<file path="src/rtl/lf_tx_pkg.sv">
package lf_tx_pkg;

  typedef enum logic {
    MODE_RECV = 1'b0,
    MODE_SEND = 1'b1
  } tx_mode_e;

  // Carrier level for a given phase: high in the first half of the period.
  function automatic logic carrier_level(input int unsigned phase,
                                         input int unsigned period);
    return (phase < (period / 2));
  endfunction

  // Phase that follows the given one, wrapping at the period.
  function automatic int unsigned next_phase(input int unsigned phase,
                                             input int unsigned period);
    return (phase >= period - 1) ? 0 : phase + 1;
  endfunction

endpackage

</file>
<file path="src/rtl/lf_tx_sync.sv">
module lf_tx_sync #(
  parameter int STAGES = 2
) (
  input  logic clk,
  input  logic rst_n,
  input  logic din,
  output logic dout
);

  logic [STAGES-1:0] chain;

  generate
    for (genvar i = 0; i < STAGES; i++) begin : g_stage
      if (i == 0) begin : g_first
        always_ff @(posedge clk or negedge rst_n) begin
          if (!rst_n) chain[0] <= 1'b1;
          else        chain[0] <= din;
        end
      end else begin : g_next
        always_ff @(posedge clk or negedge rst_n) begin
          if (!rst_n) chain[i] <= 1'b1;
          else        chain[i] <= chain[i-1];
        end
      end
    end
  endgenerate

  assign dout = chain[STAGES-1];

endmodule

</file>
<file path="src/rtl/lf_tx_phase.sv">
module lf_tx_phase #(
  parameter int DIV   = 128,
  parameter int CNT_W = $clog2(DIV)
) (
  input  logic             clk,
  input  logic             rst_n,
  input  logic             send,
  output logic [CNT_W-1:0] phase,
  output logic             burst_start
);
  import lf_tx_pkg::*;

  logic send_d;

  always_ff @(posedge clk or negedge rst_n) begin
    if (!rst_n) begin
      phase  <= '0;
      send_d <= 1'b0;
    end else begin
      send_d <= send;
      if (!send) phase <= '0;
      else       phase <= CNT_W'(next_phase(32'(phase), DIV));
    end
  end

  assign burst_start = send && !send_d;


  entry_phase_zero_chk: assert property (@(posedge clk) disable iff (!rst_n)
    burst_start |-> (phase == '0));


  period_wrap_chk: assert property (@(posedge clk) disable iff (!rst_n)
    (send && phase == CNT_W'(DIV-1)) |=> (phase == '0));

endmodule

</file>
<file path="src/rtl/lf_tx_drive.sv">
module lf_tx_drive #(
  parameter int DIV   = 128,
  parameter int CNT_W = $clog2(DIV)
) (
  input  logic                      clk,
  input  logic                      rst_n,
  input  lf_tx_pkg::tx_mode_e       mode,
  input  logic [CNT_W-1:0]          phase,
  output logic                      hs_gate,
  output logic                      hs_oe,
  output logic                      ls_gate,
  output logic                      ls_oe
);
  import lf_tx_pkg::*;

  logic carrier;

  assign carrier = carrier_level(32'(phase), DIV);

  always_comb begin
    hs_oe = 1'b1;
    if (mode == MODE_SEND) begin
      hs_gate = carrier;
      ls_gate = carrier;
      ls_oe   = 1'b1;
    end else begin
      hs_gate = 1'b1;
      ls_gate = 1'b0;
      ls_oe   = 1'b0;
    end
  end


  legs_match_chk: assert property (@(posedge clk) disable iff (!rst_n)
    ls_oe |-> (ls_gate == hs_gate));


  fall_mid_chk: assert property (@(posedge clk) disable iff (!rst_n)
    ($fell(hs_gate) && ls_oe) |-> (phase == CNT_W'(DIV/2)));

endmodule

</file>
<file path="src/rtl/lf_carrier_tx.sv">
module lf_carrier_tx #(
  parameter int DIV         = 128,
  parameter int SYNC_STAGES = 2
) (
  input  logic clk,
  input  logic rst_n,
  input  logic tx_en_n,
  output logic hs_gate,
  output logic hs_oe,
  output logic ls_gate,
  output logic ls_oe
);
  import lf_tx_pkg::*;

  localparam int CNT_W = $clog2(DIV);

  logic             en_n_sync;
  tx_mode_e         mode;
  logic             send;
  logic [CNT_W-1:0] phase;
  logic             burst_start;

  lf_tx_sync #(.STAGES(SYNC_STAGES)) u_sync (
    .clk   (clk),
    .rst_n (rst_n),
    .din   (tx_en_n),
    .dout  (en_n_sync)
  );

  assign mode = en_n_sync ? MODE_RECV : MODE_SEND;
  assign send = (mode == MODE_SEND);

  lf_tx_phase #(.DIV(DIV), .CNT_W(CNT_W)) u_phase (
    .clk         (clk),
    .rst_n       (rst_n),
    .send        (send),
    .phase       (phase),
    .burst_start (burst_start)
  );

  lf_tx_drive #(.DIV(DIV), .CNT_W(CNT_W)) u_drive (
    .clk     (clk),
    .rst_n   (rst_n),
    .mode    (mode),
    .phase   (phase),
    .hs_gate (hs_gate),
    .hs_oe   (hs_oe),
    .ls_gate (ls_gate),
    .ls_oe   (ls_oe)
  );


  parked_chk: assert property (@(posedge clk) disable iff (!rst_n)
    en_n_sync |-> (hs_gate && hs_oe && !ls_oe));


  exit_now_chk: assert property (@(posedge clk) disable iff (!rst_n)
    $rose(en_n_sync) |-> (!ls_oe && hs_gate));


  entry_high_chk: assert property (@(posedge clk) disable iff (!rst_n)
    burst_start |-> (hs_gate && ls_oe));

endmodule

</file>
<file path="config.mk">
export PLATFORM = sky130hd
export DESIGN_NAME = lf_carrier_tx
export DESIGN_NICKNAME = d
export VERILOG_FILES = /design/src/rtl/lf_tx_pkg.sv /design/src/rtl/lf_tx_sync.sv /design/src/rtl/lf_tx_phase.sv /design/src/rtl/lf_tx_drive.sv /design/src/rtl/lf_carrier_tx.sv
export SDC_FILE = /design/constraint.sdc
export NUM_CORES = 1
export LEC_CHECK = 0
export ABC_AREA = 1
export ABC_CLOCK_PERIOD_IN_PS = 1200
export BUFFER_PORTS_ARGS = -buffer_cell sky130_fd_sc_hd__buf_2
export CAP_MARGIN = 20
export CORE_AREA = 2 2 39 41
export DETAILED_ROUTE_END_ITERATION = 6
export DIE_AREA = 0 0 41 43
export SLEW_MARGIN = 20
export SYNTH_ARGS = -nofsm -noshare
export SYNTH_HDL_FRONTEND = slang
export SYNTH_SLANG_ARGS = --single-unit
</file>
<file path="constraint.sdc">
create_clock -name clk -period 1.2 [get_ports clk]
set_input_delay 0 -clock clk [delete_from_list [all_inputs] [get_ports clk]]
set_output_delay 0 -clock clk [all_outputs]
set_load 0.02 [all_outputs]
</file>
==> results of run 1 <==
==> worst max-delay path by stage <==
stage | cells after the start | slack [ps] | from | end
after floorplan | 6 | 110 | u_phase.phase[0] | u_phase.phase[5]
after global placement | 6 | 70 | u_phase.phase[0] | u_phase.phase[2]
after detailed placement | 6 | 40 | u_phase.phase[0] | u_phase.phase[4]
after CTS | 3 | 30 | u_sync.dout | hs_gate
after global routing | 6 | -10 | u_phase.phase[0] | u_phase.phase[2]
final | 4 | 50 | u_phase.phase[0] | u_phase.phase[0]
==> cells by family after synthesis <==
kind of cell	after synthesis	synth area share
simple gates	31	0.317
flops	9	0.497
buf+inv	7	0.0656
compound gates	5	0.0847
fa+ha+maj	1	0.0273
other cells	1	0.00819
==> through the flow <==
stage | area [um^2] | hold slack (ps)
after floorplan | 458 | -296
after global placement | 510 | -138
after detailed placement | 510 | -138
after CTS | 557 | 112
after global routing | 604 | 144
final | 604 | 117
==> sequential cells by signal, indices dropped and copies added (netlist names) <==
signal / cells
u_sync.dout: 1
u_phase.phase: 7
u_sync.chain: 1
==> area by class of cell <==
class / instances / area (um^2)
timing repair buffer: 14 / 97.6
sequential: 9 / 228
clock buffer: 4 / 26.3
tap: 16 / 20.0
multi-input combinational: 38 / 210
inverter: 6 / 22.5
fill: 127 / 779
==> layer usage <==
metal | GRT usage | up-vias
met5 | 0 | -
met2 | 0.144 | 12
met1 | 0.174 | 181
met4 | 0.120 | 0
met3 | 0.0157 | 2
li1 | - | 201
==> cell usage after synthesis (2+ instances only) <==
library cell  instances  share of area
nand2_1              13           0.11
nor2_1                9          0.074
dfrtp_1               7           0.38
inv_1                 6          0.049
a21oi_1               2          0.022
dfstp_2               2           0.11
nand3_1               2          0.022
nor2_2                2          0.027
==> where the power goes <==
part	switching [mW]	internal [mW]	total (mW)
Combinational	0.0353	0.0330	0.0683
Sequential	0.00980	0.318	0.328
Clock	0.104	0.128	0.232
==> critical path, delay by kind of cell, from the launching register on <==
| kind | cells | cell delay, ps |
|---|---|---|
| simple gates | 2 | 220 |
| flops | 1 | 380 |
| compound gates | 1 | 300 |
| buf+inv | 1 | 120 |
==> timing repair <==
item	in CTS	in global routing
resized for setup	0	4
setup endpoints to repair	0	8
hold buffers	2	0
buffers inserted	0	5
endpoints found under the hold margin	10	0
==> results.md, run 1 <==
- Wire length on met3: around 38 um
- Pre-CTS WS: 39.1 ps
- First-pass GRT wire length: ~1.4 mm
- Startpoint types: flip-flop
- Commonest non-fill, non-tap cell in the layout: nand2_1
- Post-Route Utilization: 0.437
- Top Layer Used: met4
- Leading cell types in the layout, fill and taps excluded: nand2_1 (13), nor2_1 (8), buf_4 (7), dfrtp_1 (7)
- Die span in y: around 43 um
- Max-slew violation count: 0
- CP peak stage delay: about 380 ps
- Post-DP HPWL: 573 um
- Power per cell area: about 1000 nW/um^2
- Vias per Instance: 4.55
- DR iter-0 viols: 12
- GRT Total Usage: 0.121
- Residual DRC: 0
- Fin cells: a little under 90
- CTS Buf Count: 3
- Register bit total from synthesis: 9
- Top Ports: 7
- TritonCTS clock tree: built
- Total power: about 0.63 mW
- Period Utilization, post-route: 0.959
- Syn_nets: 58
- Final ANT Viol Nets: 0
- Setup TNS: 0 ps
- Clk_skew: around 4.2 ps
- Vias in the first global route: 314
- Reg2reg end: u_phase.phase[0]
- Synth cell types: 19
- Yosys warnings: 0
- Clk root buf: clkbuf_4
- Post-Place Cells: between 70 and 80
- H-tree depth: 1
- Area growth from synthesis to layout: 32.0%
- RSZ-0062 raised after global routing: true
- Max frequency: 0.869 GHz
- Rows: 14
- Worst setup margin: just under 50 ps
- Setup slack, reg-to-reg: around 50 ps
- Clk buf depth: 2
- Met2 wire len: 453 um
- Die boundary width: 41 um
- Worst hold path type: primary input to asynchronous set/reset pin
- Routed wire length: 908 um
- Share of cells above drive strength 1: 0.380
- Slowest CP cell: dfrtp_1
- Gate count of the mapped netlist: 54
- Wl on met1: 404 um
- Max Cap Viol: 0
- Antenna violations before repair: 0
- Nets@finish: 76
- Core area: 1380 um^2
- Worst-path clk slew: 60 ps
- Critical Path Fanout Max: 7
- Grt total ovfl: 0
- Mapped Area: around 460 um^2
- ANT cells: 0
- Post-synthesis async set-or-reset flop share: 1.00
- Drt first pass iters: 4
- DR WL/cell: approximately 10 um
- Post-synth EDFFs: 0
- Final Hold Vio Count: 0
- Ys flop type: dfrtp_1
- Global placement routability congestion: ~0.74
- Pleak: approximately 0.29 nW
- Sequential area share after synthesis: 0.497
- Peak supply drop: 0.711 mV
- Routed via count: slightly below 400
- Die ar.: about 1800 um^2
- Crit-path cells: buf_4 > nand3_1 > o21ai_4 > nor2_1
- Final setup viols: 0
- Outcome: complete, no violations
- Critical path class: flip-flop to flip-flop
- Req. time, crit path: 1330 ps
- R2R depth: 4
- Reg2reg start: u_phase.phase[0]
- Arrival @ worst endpoint: between 1000 and 1500 ps
- I/O Buffers: 5
- Avg Cell Area, Syn: about 8.5 um^2
- Largest net degree at the start of global routing: 10
- CTS sink count: 9
- Clk_lat worst skew: 260 ps
- Starting density of the core: 0.331
- Minimum clock period: ~1200 ps
- Crit end category: flip-flop
No activity file was read; power rests on OpenSTA's default activity.
==> inputs of run 2 (changes only) <==
--- a/config.mk
+++ b/config.mk
@@ -5,13 +5,13 @@
 export SDC_FILE = /design/constraint.sdc
 export NUM_CORES = 1
 export LEC_CHECK = 0
-export ABC_AREA = 1
 export ABC_CLOCK_PERIOD_IN_PS = 1200
 export BUFFER_PORTS_ARGS = -buffer_cell sky130_fd_sc_hd__buf_2
 export CAP_MARGIN = 20
 export CORE_AREA = 2 2 39 41
 export DETAILED_ROUTE_END_ITERATION = 6
 export DIE_AREA = 0 0 41 43
+export SETUP_SLACK_MARGIN = 0.3
 export SLEW_MARGIN = 20
 export SYNTH_ARGS = -nofsm -noshare
 export SYNTH_HDL_FRONTEND = slang
==> results.md, run 2 <==
- Outcome: complete, no violations
- Critical path class: flip-flop to flip-flop
- RSZ-0062 raised after global routing: true
- Period Utilization, post-route: 0.977
- Final ANT Viol Nets: 0
- Die span in y: roughly 43 um
- Synth cell types: 25
- Post-synth top area share: 0.405
- Mux contribution to synthesized area: 0.0260
- Starting density of the core: 0.313
- Post-Route Utilization: 0.516
- Clk_lat worst skew: about 260 ps
- Clk root buf: clkbuf_4
- Most instantiated cells after synthesis: dfrtp_1 (7), nor2_1 (4), nor3_1 (4)
- Peak supply drop: around 0.56 mV
- Max frequency: 0.853 GHz
- Arrival @ worst endpoint: about 1400 ps
- Yosys warnings: 0
- Worst-path clk slew: roughly 60 ps
- H-tree depth: 1
- Mapped Area: between 400 and 500 um^2
- Post-Place Cells: 69
- Nets@finish: 70
- Synth Area in XOR/XNOR: 0.0202
- Die ar.: approximately 1800 um^2
- Max Cap Viol: 0
- Final setup viols: 0
- Grt total ovfl: 0
- Register bit total from synthesis: 9
- CTS Buf Count: 3
- Minimum clock period: 1170 ps
- Drt first pass iters: 2
- Fin cells: roughly 80
- Bufs and invs on worst path: 1
- Simple-gate share of the synthesized area: 0.199
- Max reg flops: 7
- Rows: 14
- Fin Hold WS: 117 ps
- Largest net degree at the start of global routing: 10
- Antenna violations before repair: 0
- Top delay family on crit path: flip-flops
- Routed wire length: 1.07 mm
- Post-synth EDFFs: 0
- Worst hold path type: primary input to asynchronous set/reset pin
- Residual DRC: 0
- Largest register by flop count: u_phase.phase
- Crit-path cells: buf_6 > nand2_4 > or3_4 > a21oi_2
- Area growth from synthesis to layout: 65.0%
- Pleak: between 0.2 and 0.3 nW
- Leading cell types in the layout, fill and taps excluded: buf_4 (10), buf_6 (6), dfrtp_1 (6), nor2_1 (3), clkbuf_4 (3)
- First-pass GRT wire length: between 1.5 and 2 mm
- Global placement routability congestion: 0.790
- Compound-Gate Fraction of Synth Area: 0.156
- I/O Buffers: 5
- Share of cells above drive strength 1: 0.585
- Top Ports: 7
- CP peak stage delay: just over 400 ps
- ANT cells: 0
- Critical Path Fanout Max: 6
- Ys flop type: dfrtp_1
- Post-DP Area: approximately 520 um^2
- Req. time, crit path: 1380 ps
- Clk buf depth: 2
- Design Area, Final: slightly above 700 um^2
- Crit end category: flip-flop
- DR WL/cell: about 13 um
- Register area: about 230 um^2
- GRT Total Usage: 0.138
- Final Hold Vio Count: 0
- Startpoint types: flip-flop
- CTS sink count: 9
- Gate count of the mapped netlist: between 40 and 50
- Sequential area share after synthesis: 0.526
- Slowest CP cell: dfrtp_1
- Die boundary width: approximately 40 um
- Fill count: ~130
- TritonCTS clock tree: built
- Most used standard cell by instance count after synthesis: dfrtp_1
- Synth Area in Adders: 0.0289
- Synth area leader: dfrtp_1
- Syn_nets: 47
- Avg Cell Area, Syn: about 10 um^2
- Routed via count: between 400 and 500
- Clk_skew: around 6.1 ps
- Post-synthesis async set-or-reset flop share: 1.00
- Vias in the first global route: between 300 and 400
- Largest family of logic cells by synthesized area: simple AND/OR/NAND/NOR gates
- Total power: 0.703 mW
- Core area: ~1400 um^2
- Max-slew violation count: 0
- Power per cell area: between 900 and 1000 nW/um^2
- Multi-input logic area: 260 um^2
- Vias per Instance: 5.06
- Top post-synthesis cells by area: dfrtp_1 (40%), dfstp_2 (12%), nor3_1 (4.6%), a21oi_1 (3.5%), nor2_1 (3.5%)
- DR iter-0 viols: 2
- Post-DP HPWL: between 600 and 700 um
- Commonest non-fill, non-tap cell in the layout: buf_4
-- run 2: cell count changes in the layout (fill, tap and decap cells not counted), moves of 2 or more --
cell	before	now
nand2_4	0	2
nor2_1	8	3
nand2_1	13	1
nor3_2	0	2
nor2_4	2	0
buf_2	5	2
inv_1	5	0
buf_6	0	6
buf_4	7	10
nor3_1	0	2
a21oi_2	0	2
-- run 2: path summary, 6_finish.rpt --
check	start	to	slack, ps	depth (start not counted)
max in group asynchronous	rst_n	u_sync.dout	830	2
setup reg to reg	u_phase.phase[0]	u_phase.phase[5]	30	4
setup / recovery	u_phase.phase[0]	u_phase.phase[5]	30	4
hold / removal	rst_n	u_phase.phase[4]	120	2
min in group clk	u_sync.chain[0]	u_sync.dout	360	0
hold reg to reg	u_sync.chain[0]	u_sync.dout	360	0
-- run 2: repair_timing --
action / CTS / global route
buffers inserted: 1 / 5
gates resized for setup: 10 / 15
pin swaps: 1 / 2
setup endpoints to repair: 10 / 10
endpoints found under the hold margin: 10 / 0
hold buffers: 2 / 0
-- run 2: logic make-up (layout without fill, tap and decap cells) --
family | Yosys count | in the layout
AOI/OAI and AO/OA | 10 | 10
xor gates and xnor gates | 1 | 1
adders and majority gates | 1 | 1
buffers and inverters | 3 | 25
DFF | 9 | 9
muxes | 1 | 1
other | 1 | 1
and+or+nand+nor | 17 | 17
-- run 2: layout make-up --
cell class	instances	share of cell area
multi-input cells	31	0.364
flip-flops and latches	9	0.320
repair buffers	20	0.242
clock buffers	4	0.0368
well taps	16	0.0280
inverters	1	0.00876
-- run 2: routing by layer --
metal  wire, um  global-route usage  vias to the layer above
li1           -                   -                      202
met1        462               0.164                      203
met2        580               0.194                        3
met3         18              0.0471                        2
met4         12               0.100                        0
met5          0                   0                        -
-- run 2: stage by stage --
stage	setup slack, ps	setup TNS (ps)
floorplan	-6.60	-6.60
CTS	91.5	0
global placement	90.3	0
finish	27.9	0
global route	-7.02	-7.02
detailed placement	57.5	0
-- run 2: report_power, final --
group          leakage, nW  internal (mW)  switching, mW
combinational        0.170         0.0757         0.0641
clock               0.0150          0.128          0.102
sequential           0.115          0.320         0.0129
total                0.300          0.524          0.180
